**src/rtl/can_stat_pkg.sv**
```systemverilog
package can_stat_pkg;

    localparam int CNT_W   = 8;
    localparam logic [CNT_W-1:0] CNT_MAX = {CNT_W{1'b1}};
    localparam int NUM_CNT = 2;   // index 0: receive, 1: transmit
    localparam int IDX_RX  = 0;
    localparam int IDX_TX  = 1;

    typedef struct packed {
        logic [CNT_W-1:0] txerr;
        logic [CNT_W-1:0] rxerr;
        logic [7:0]       zero;
        logic             busoff;
        logic             warn;
        logic             tx_busy;
        logic             rx_busy;
        logic             tx_done;
        logic             tx_free;
        logic             overrun;
        logic             rx_avail;
    } status_t;

    function automatic logic [CNT_W-1:0] sat_step(
        input logic [CNT_W-1:0] cur,
        input logic             up,
        input logic             down
    );
        logic [CNT_W-1:0] nxt;
        nxt = cur;
        if (up && !down && cur != CNT_MAX)
            nxt = cur + 1'b1;
        else if (down && !up && cur != '0)
            nxt = cur - 1'b1;
        return nxt;
    endfunction

endpackage

```
**src/rtl/can_stat_errcnt.sv**
```systemverilog
module can_stat_errcnt
    import can_stat_pkg::*;
(
    input  logic             clk,
    input  logic             rst,
    input  logic             inc,
    input  logic             dec,
    input  logic             load,
    input  logic [CNT_W-1:0] load_val,
    output logic [CNT_W-1:0] cnt
);
    always_ff @(posedge clk) begin
        if (rst)
            cnt <= '0;
        else if (load)
            cnt <= load_val;
        else
            cnt <= sat_step(cnt, inc, dec);
    end
endmodule

```
**src/rtl/can_stat_flags.sv**
```systemverilog
module can_stat_flags (
    input  logic clk,
    input  logic rst,
    input  logic rx_store,
    input  logic rx_release,
    input  logic rx_more,
    input  logic ovr_evt,
    input  logic ovr_clr,
    input  logic tx_req,
    input  logic tx_all_ok,
    output logic rx_avail,
    output logic overrun,
    output logic tx_done
);
    always_ff @(posedge clk) begin
        if (rst) begin
            rx_avail <= 1'b0;
            overrun  <= 1'b0;
            tx_done  <= 1'b1;
        end else begin
            if (rx_store)
                rx_avail <= 1'b1;
            else if (rx_release && !rx_more)
                rx_avail <= 1'b0;

            if (ovr_evt)
                overrun <= 1'b1;
            else if (ovr_clr)
                overrun <= 1'b0;

            if (tx_req)
                tx_done <= 1'b0;
            else if (tx_all_ok)
                tx_done <= 1'b1;
        end
    end
endmodule

```
**src/rtl/can_stat_reg.sv**
```systemverilog
module can_stat_reg
    import can_stat_pkg::*;
#(
    parameter int NUM_TXBUF = 3
) (
    input  logic                 clk,
    input  logic                 rst,
    input  logic                 rx_store_i,
    input  logic                 rx_release_i,
    input  logic                 rx_more_i,
    input  logic                 ovr_evt_i,
    input  logic                 ovr_clr_i,
    input  logic [NUM_TXBUF-1:0] tx_pend_i,
    input  logic                 tx_req_i,
    input  logic                 tx_all_ok_i,
    input  logic                 rx_active_i,
    input  logic                 tx_active_i,
    input  logic                 rxerr_inc_i,
    input  logic                 rxerr_dec_i,
    input  logic                 txerr_inc_i,
    input  logic                 txerr_dec_i,
    input  logic                 reset_mode_i,
    input  logic [7:0]           warn_lim_i,
    input  logic                 wr_en_i,
    input  logic [3:0]           wr_be_i,
    input  logic [31:0]          wr_data_i,
    output logic [31:0]          status_o
);
    logic                 wr_ok;
    logic [NUM_CNT-1:0]   c_inc, c_dec, c_load;
    logic [CNT_W-1:0]     c_val [NUM_CNT];
    logic [CNT_W-1:0]     c_q   [NUM_CNT];
    logic                 rx_avail, overrun, tx_done;
    status_t              st;

    assign wr_ok = wr_en_i & reset_mode_i;

    assign c_inc = {txerr_inc_i, rxerr_inc_i};
    assign c_dec = {txerr_dec_i, rxerr_dec_i};

    genvar g;
    generate
        for (g = 0; g < NUM_CNT; g++) begin : g_cnt
            // byte lane 2 feeds counter 0, lane 3 feeds counter 1
            assign c_load[g] = wr_ok & wr_be_i[2+g];
            assign c_val[g]  = wr_data_i[16 + 8*g +: CNT_W];
            can_stat_errcnt u_cnt (
                .clk      (clk),
                .rst      (rst),
                .inc      (c_inc[g]),
                .dec      (c_dec[g]),
                .load     (c_load[g]),
                .load_val (c_val[g]),
                .cnt      (c_q[g])
            );
        end
    endgenerate

    can_stat_flags u_flags (
        .clk        (clk),
        .rst        (rst),
        .rx_store   (rx_store_i),
        .rx_release (rx_release_i),
        .rx_more    (rx_more_i),
        .ovr_evt    (ovr_evt_i),
        .ovr_clr    (ovr_clr_i),
        .tx_req     (tx_req_i),
        .tx_all_ok  (tx_all_ok_i),
        .rx_avail   (rx_avail),
        .overrun    (overrun),
        .tx_done    (tx_done)
    );

    always_comb begin
        st          = '0;
        st.rx_avail = rx_avail;
        st.overrun  = overrun;
        st.tx_free  = ~|tx_pend_i;
        st.tx_done  = tx_done;
        st.rx_busy  = rx_active_i;
        st.tx_busy  = tx_active_i;
        st.warn     = (c_q[IDX_RX] >= warn_lim_i) || (c_q[IDX_TX] >= warn_lim_i);
        st.busoff   = (c_q[IDX_TX] == CNT_MAX);
        st.rxerr    = c_q[IDX_RX];
        st.txerr    = c_q[IDX_TX];
    end

    assign status_o = st;

endmodule

```
**config.mk**
```make
export PLATFORM = sky130hd
export DESIGN_NAME = can_stat_reg
export DESIGN_NICKNAME = d
export VERILOG_FILES = /design/src/rtl/can_stat_pkg.sv /design/src/rtl/can_stat_errcnt.sv /design/src/rtl/can_stat_flags.sv /design/src/rtl/can_stat_reg.sv
export SDC_FILE = /design/constraint.sdc
export NUM_CORES = 1
export LEC_CHECK = 0
export BUFFER_PORTS_ARGS = -buffer_cell sky130_fd_sc_hd__buf_2
export CAP_MARGIN = 20
export CORE_ASPECT_RATIO = 0.5
export CORE_MARGIN = 4
export CORE_UTILIZATION = 30
export CTS_BUF_LIST = sky130_fd_sc_hd__clkbuf_4 sky130_fd_sc_hd__clkbuf_8
export DETAILED_ROUTE_END_ITERATION = 16
export HOLD_SLACK_MARGIN = 0.02
export PLACE_DENSITY = 0.61
export SLEW_MARGIN = 20
export SYNTH_ARGS = -nofsm -noshare
export SYNTH_HDL_FRONTEND = slang
export SYNTH_SLANG_ARGS = --single-unit
```
**constraint.sdc**
```tcl
create_clock -name clk -period 7.6 [get_ports clk]
set_input_delay 1.52 -clock clk [delete_from_list [all_inputs] [get_ports clk]]
set_output_delay 1.52 -clock clk [all_outputs]
set_load 0.05 [all_outputs]
```
==> out/results.txt, run 1 <==
initial antenna violation count = 0
Critical Path Start = warn_lim_i[0]
worst vdd ir = 0.0722 mV
Remaining DRCs = 0
clock sinks = 19
post-DP HPWL = 4110 um
routed len/inst = 13.1 um
R2R depth = 8
startpoint types = input port
share of cells above drive strength 1 = 0.258
Sequential Area = 380 um2
final critical-path required period = 4.50 ns
die height = 65.0 um
area of the multi-input gates = 0.00139 mm2
Reg2Reg Setup Slack = 4.49 ns
clock network latency to the later pin of the worst-skew pair = 0.25 ns
R2R Path Start = g_cnt[0].u_cnt.cnt[1]$_SDFFE_PP0P_
final hold violation count = 0
maximum number of pins on one net before global-route repair = 15
critical path type = input port to output pin
row count = 20
die width = 122 um
setup ws final = 3.10 ns
most common cell after layout, fill and taps aside = buf_2
fin crit share = 0.592
Main synth FF type = dfxtp_1
post-route ant nets = 0
Synth Warn # = 0
Worst-path clk slew = 0.07 ns
Synth Area in Simple Gates = 0.161
number of CTS-inserted buffers = 3
CTS tree = yes
CTS Root Cell = clkbuf_8
Placer Congestion = 0.816
Leakage = 0.00116 uW
max-cap violations = 0
worst hold path type = register to register
Power Density = 247 mW/mm2
antenna cells = 0
All-Layer GR Usage = 0.121
fraction of registers with async set or reset after synthesis = 0
Final #Nets = 392
CP endpoint = status_o[6]
Synth Instances = 239
Achievable Freq = 222 MHz
synthesized area = 0.00195 mm2
first-pass GRT wire length = 7850 um
area share of fa/ha/maj cells after synthesis = 0.213
Critical Path Fanout Max = 2
compound-cell area share of the yosys netlist = 0.237
post-CTS setup buffers = 0
CP endpoint kind = output pin
starting density of the core = 0.315
die area = 0.00792 mm2
most frequent cells in the layout = buf_2 (65), a21oi_1 (30), ha_1 (30)
FF-to-FF End = g_cnt[0].u_cnt.cnt[7]$_SDFFE_PP0P_
total negative slack = 0 ns
Final Slew Violations = 0
H-Tree Depth = 1
CTS Buffer Depth = 2
Crit path required time = 6.08 ns
Filler cells = 644
core area = 0.00618 mm2
Syn Area/Cell = 8.15 um2
hold_buf cts = 0
Worst Clk Skew = 0.00143 ns
total grt overflow = 0
total wire length = 5030 um
Synth Area in XOR/XNOR = 0.0584
Iter 0 DRT Violations = 64
combinational family with the most area after synthesis = compound AO/OA/AOI/OAI gates
synth unique cells = 47
CP Data Arrival Time = 2.98 ns
mux contribution to synthesized area = 0.0263
sequential share of the synthesized area = 0.195
Final setup viols = 0
count of state elements after synthesis = 19
status = finished, final reports clean
Vias/cell = 4.89
Worst-Margin Slew = 0.891 ns
Post-synth EDFFs = 0
Slew headroom = 0.404
RSZ-0062 raised after global routing = false
pre-CTS WS = 3.10 ns
port bufs = 65
post_cts resized = 0
I/O pin count = 96
drt first pass iters = 4
vias = 1,874
Synth-to-Final Area Change = 19.0%
vias in the first global route = 1,714
## how the worst min path moves through the flow
stage	from	endpoint	slack, ns	depth (start not counted)
finish	u_flags.overrun$_SDFFE_PP0P_	u_flags.overrun$_SDFFE_PP0P_	0.48	2
global route	u_flags.overrun$_SDFFE_PP0P_	u_flags.overrun$_SDFFE_PP0P_	0.53	2
CTS	u_flags.overrun$_SDFFE_PP0P_	u_flags.overrun$_SDFFE_PP0P_	0.49	2
detailed placement	u_flags.overrun$_SDFFE_PP0P_	u_flags.overrun$_SDFFE_PP0P_	0.48	2
global placement	u_flags.overrun$_SDFFE_PP0P_	u_flags.overrun$_SDFFE_PP0P_	0.46	2
floorplan	u_flags.overrun$_SDFFE_PP0P_	u_flags.overrun$_SDFFE_PP0P_	0.45	2
## through the flow
| step | power [uW] | hold WS (ns) | cells | utilization | cell area, um2 |
|---|---|---|---|---|---|
| 2_1_floorplan | 429 | 0.452 | 246 | - | 1970 |
| 3_3_place_gp | 490 | 0.459 | 379 | 0.367 | 2270 |
| 3_5_place_dp | 500 | 0.477 | 379 | 0.367 | 2270 |
| 4_1_cts | 576 | 0.494 | 383 | 0.375 | 2320 |
| 5_1_grt | 614 | 0.535 | 383 | 0.375 | 2320 |
| 6_report | 573 | 0.482 | 383 | 0.375 | 2320 |
## area by class of cell
cell class | count | area share
clock buffer | 4 | 0.0210
timing repair buffer | 65 | 0.140
tap | 88 | 0.0475
inverter | 18 | 0.0291
sequential | 19 | 0.164
multi-input combinational | 189 | 0.598
## logic make-up (layout without fill, tap and decap cells)
group / after synthesis / count (layout)
adders and majority gates: 32 / 32
other: 1 / 8
AOI/OAI and AO/OA: 69 / 69
xor gates and xnor gates: 13 / 13
DFF: 19 / 19
muxes: 5 / 5
and+or+nand+nor: 62 / 62
buffers and inverters: 38 / 87
## critical path: stages
cell and delay, ns:
buf_2 0.11, ha_1 0.28, nand2b_1 0.14, a21o_1 0.17, a21o_1 0.18, a21oi_1 0.14
o32a_1 0.15, nand3_1 0.07, buf_2 0.23
## power breakdown
part	leakage (uW)	internal (uW)	switching [uW]
sequential	0.000158	119	39.0
combinational	0.000978	131	211
clock	0.0000262	40.8	31.8
total	0.00116	291	282
## flip-flops by register name, summed over array words and instances, names as in the netlist
name	count
g_cnt.u_cnt.cnt	16
u_flags.overrun	1
u_flags.rx_avail	1
u_flags.tx_done	1
## per-layer routing
metal	share of wire	routed length [um]	vias to the layer above	track usage
met5	0	0	-	0
met4	0.015	76	0	0.0405
met3	0.039	195	10	0.0192
met2	0.51	2580	41	0.225
met1	0.43	2180	862	0.143
li1	-	-	961	-
## cells in the mapped netlist (5+ instances only)
cell type | instances | area share
nor2_1 | 9 | 0.017
nand3_1 | 8 | 0.021
ha_1 | 30 | 0.19
nand2_1 | 18 | 0.035
buf_4 | 13 | 0.050
dfxtp_1 | 19 | 0.20
o21ai_0 | 10 | 0.026
a21oi_1 | 30 | 0.077
inv_1 | 18 | 0.035
nand4_1 | 5 | 0.016
a21o_1 | 7 | 0.027
xnor2_1 | 10 | 0.045
and3_1 | 5 | 0.016
No activity file was read; power rests on OpenSTA's default activity.
==> run 2, diff against run 1 <==
--- a/config.mk
+++ b/config.mk
@@ -13,7 +13,7 @@
 export CTS_BUF_LIST = sky130_fd_sc_hd__clkbuf_4 sky130_fd_sc_hd__clkbuf_8
 export DETAILED_ROUTE_END_ITERATION = 16
 export HOLD_SLACK_MARGIN = 0.02
-export PLACE_DENSITY = 0.61
+export PLACE_DENSITY = 0.63
 export SLEW_MARGIN = 20
 export SYNTH_ARGS = -nofsm -noshare
 export SYNTH_HDL_FRONTEND = slang
==> constraint.sdc (replaced) <==
create_clock -name clk -period 3.7 [get_ports clk]
set_input_delay 0.74 -clock clk [delete_from_list [all_inputs] [get_ports clk]]
set_output_delay 0.74 -clock clk [all_outputs]
set_load 0.05 [all_outputs]
==> run 2 against run 1 <==
  * Final area down 0.11%
  * Global-route usage up 0.37 points
  * Register-to-register slack worse by 3.9 ns
  * Sequential share of layout area about the same
  * Critical path depth down 1
  * Final cell count unchanged
  * Sequential power up 100%
  * Routed wire length about the same
  * Clock-buffer cell count down 1
  * Critical path type is now register to register
  * Largest cell class unchanged
==> out/results.txt, run 2 (synthesized netlist as in run 1, its figures left out) <==
status = finished, final reports clean
port bufs = 65 (unchanged)
RSZ-0062 raised after global routing = false
clock network latency to the later pin of the worst-skew pair = 0.26 ns (about the same)
CP Data Arrival Time = 3.27 ns (+0.29 ns)
maximum number of pins on one net before global-route repair = 15 (unchanged)
worst vdd ir = 0.142 mV (+97%)
Vias/cell = 4.87 (-0.53%)
FF-to-FF End = g_cnt[0].u_cnt.cnt[7]$_SDFFE_PP0P_
Slew headroom = 0.436 (+0.0321)
Worst-path clk slew = 0.07 ns (about the same)
hold_buf cts = 0 (unchanged)
starting density of the core = 0.315 (unchanged)
Placer Congestion = 0.825 (+1.1%)
I/O pin count = 96 (unchanged)
worst hold path type = register to register
All-Layer GR Usage = 0.125 (+0.00370)
Worst Clk Skew = 0.00315 ns (+0.00171 ns)
initial antenna violation count = 0 (unchanged)
Final setup viols = 0 (unchanged)
die width = 122 um (unchanged)
row count = 20 (unchanged)
CP endpoint kind = register
core area = 0.00618 mm2 (unchanged)
Achievable Freq = 319 MHz
total negative slack = 0 ns (unchanged)
most frequent cells in the layout = buf_2 (65), a21oi_1 (30), ha_1 (30)
Remaining DRCs = 0 (unchanged)
post-DP HPWL = 4130 um (+0.34%)
startpoint types = register
drt first pass iters = 4 (unchanged)
final hold violation count = 0 (unchanged)
max-cap violations = 0 (unchanged)
CTS Buffer Depth = 2 (unchanged)
clock sinks = 19 (unchanged)
H-Tree Depth = 1 (unchanged)
Synth-to-Final Area Change = 18.9%
Critical Path Fanout Max = 11 (+9)
post-route ant nets = 0 (unchanged)
Reg2Reg Setup Slack = 0.56 ns (-3.93 ns)
post-CTS setup buffers = 0 (unchanged)
share of cells above drive strength 1 = 0.258 (unchanged)
Leakage = 0.00116 uW (about the same)
most common cell after layout, fill and taps aside = buf_2
Power Density = 505 mW/mm2 (+100%)
vias = 1,864 (-0.53%)
CTS Root Cell = clkbuf_8
Biggest register = g_cnt.u_cnt.cnt
CTS tree = yes
Final #Nets = 392 (unchanged)
max FFs per register = 16 (unchanged)
Iter 0 DRT Violations = 106 (+66%)
total grt overflow = 0 (unchanged)
CP endpoint = g_cnt[0].u_cnt.cnt[7]$_SDFFE_PP0P_
R2R depth = 8 (unchanged)
routed len/inst = 13.1 um (about the same)
number of CTS-inserted buffers = 3 (unchanged)
die height = 65.0 um (unchanged)
Filler cells = 665 (+3.3%)
Final Slew Violations = 0 (unchanged)
Critical Path Start = g_cnt[0].u_cnt.cnt[1]$_SDFFE_PP0P_
antenna cells = 0 (unchanged)
Final Power = 1170 uW (+100%)
die area = 0.00792 mm2 (unchanged)
vias in the first global route = 1,731 (+0.99%)
critical path type = register to register
R2R Path Start = g_cnt[0].u_cnt.cnt[1]$_SDFFE_PP0P_
first-pass GRT wire length = 8060 um (+2.6%)
Worst-Margin Slew = 0.843 ns (-0.0479 ns)
fin crit share = 0.848
final critical-path required period = 3.14 ns
Crit path required time = 3.83 ns (-2.25 ns)
post_cts resized = 0 (unchanged)
total wire length = 5030 um (about the same)
## run 2: worst min path at each step
stage / start / end / depth (start not counted)
4_1_cts: u_flags.rx_avail$_SDFFE_PP0P_ / u_flags.rx_avail$_SDFFE_PP0P_ / 2
5_1_grt: u_flags.rx_avail$_SDFFE_PP0P_ / u_flags.rx_avail$_SDFFE_PP0P_ / 2
3_3_place_gp: u_flags.overrun$_SDFFE_PP0P_ / u_flags.overrun$_SDFFE_PP0P_ / 2
2_1_floorplan: u_flags.overrun$_SDFFE_PP0P_ / u_flags.overrun$_SDFFE_PP0P_ / 2
3_5_place_dp: u_flags.rx_avail$_SDFFE_PP0P_ / u_flags.rx_avail$_SDFFE_PP0P_ / 2
6_report: u_flags.rx_avail$_SDFFE_PP0P_ / u_flags.rx_avail$_SDFFE_PP0P_ / 2
## run 2: per-layer routing
layer / GRT usage / vias to the layer above / share of wire
met4: 0.0209 / 0 / 0.0024
met2: 0.230 / 43 / 0.53
met3: 0.0244 / 2 / 0.041
li1: - / 966 / -
met1: 0.153 / 853 / 0.43
met5: 0 / - / 0
## run 2: layout make-up
cell class | count | area [um2] | share of cell area
flip-flops and latches | 19 | 380 | 0.164
clock inverters | 1 | 5.00 | 0.00216
repair buffers | 65 | 325 | 0.140
inverters | 18 | 67.6 | 0.0292
multi-input cells | 189 | 1390 | 0.599
well taps | 88 | 110 | 0.0475
clock buffers | 3 | 41.3 | 0.0178
## run 2: critical path: stages (launching register included)
cell	delay, ns
dfxtp_1	0.54
nand4_1	0.15
o211ai_1	0.70
ha_1	0.43
and3_4	0.21
a2111oi_4	0.42
a21oi_1	0.12
o32ai_1	0.29
o211ai_1	0.15
## run 2: where the power goes
part	total [uW]	leakage (uW)	switching (uW)	internal [uW]
logic	700	0.000978	430	270
clock network	146	0.0000255	71.4	75.0
registers	323	0.000158	79.3	244
total	1170	0.00116	581	589
## run 2: per-stage QoR
stage	utilization	area (um2)	hold WS, ns	worst slack [ns]	instances
2_1_floorplan	-	1970	0.452	0.642	246
3_3_place_gp	0.367	2270	0.459	0.648	379
3_5_place_dp	0.367	2270	0.471	0.554	379
4_1_cts	0.375	2320	0.488	0.538	383
5_1_grt	0.375	2320	0.531	0.306	383
6_report	0.375	2320	0.482	0.563	383
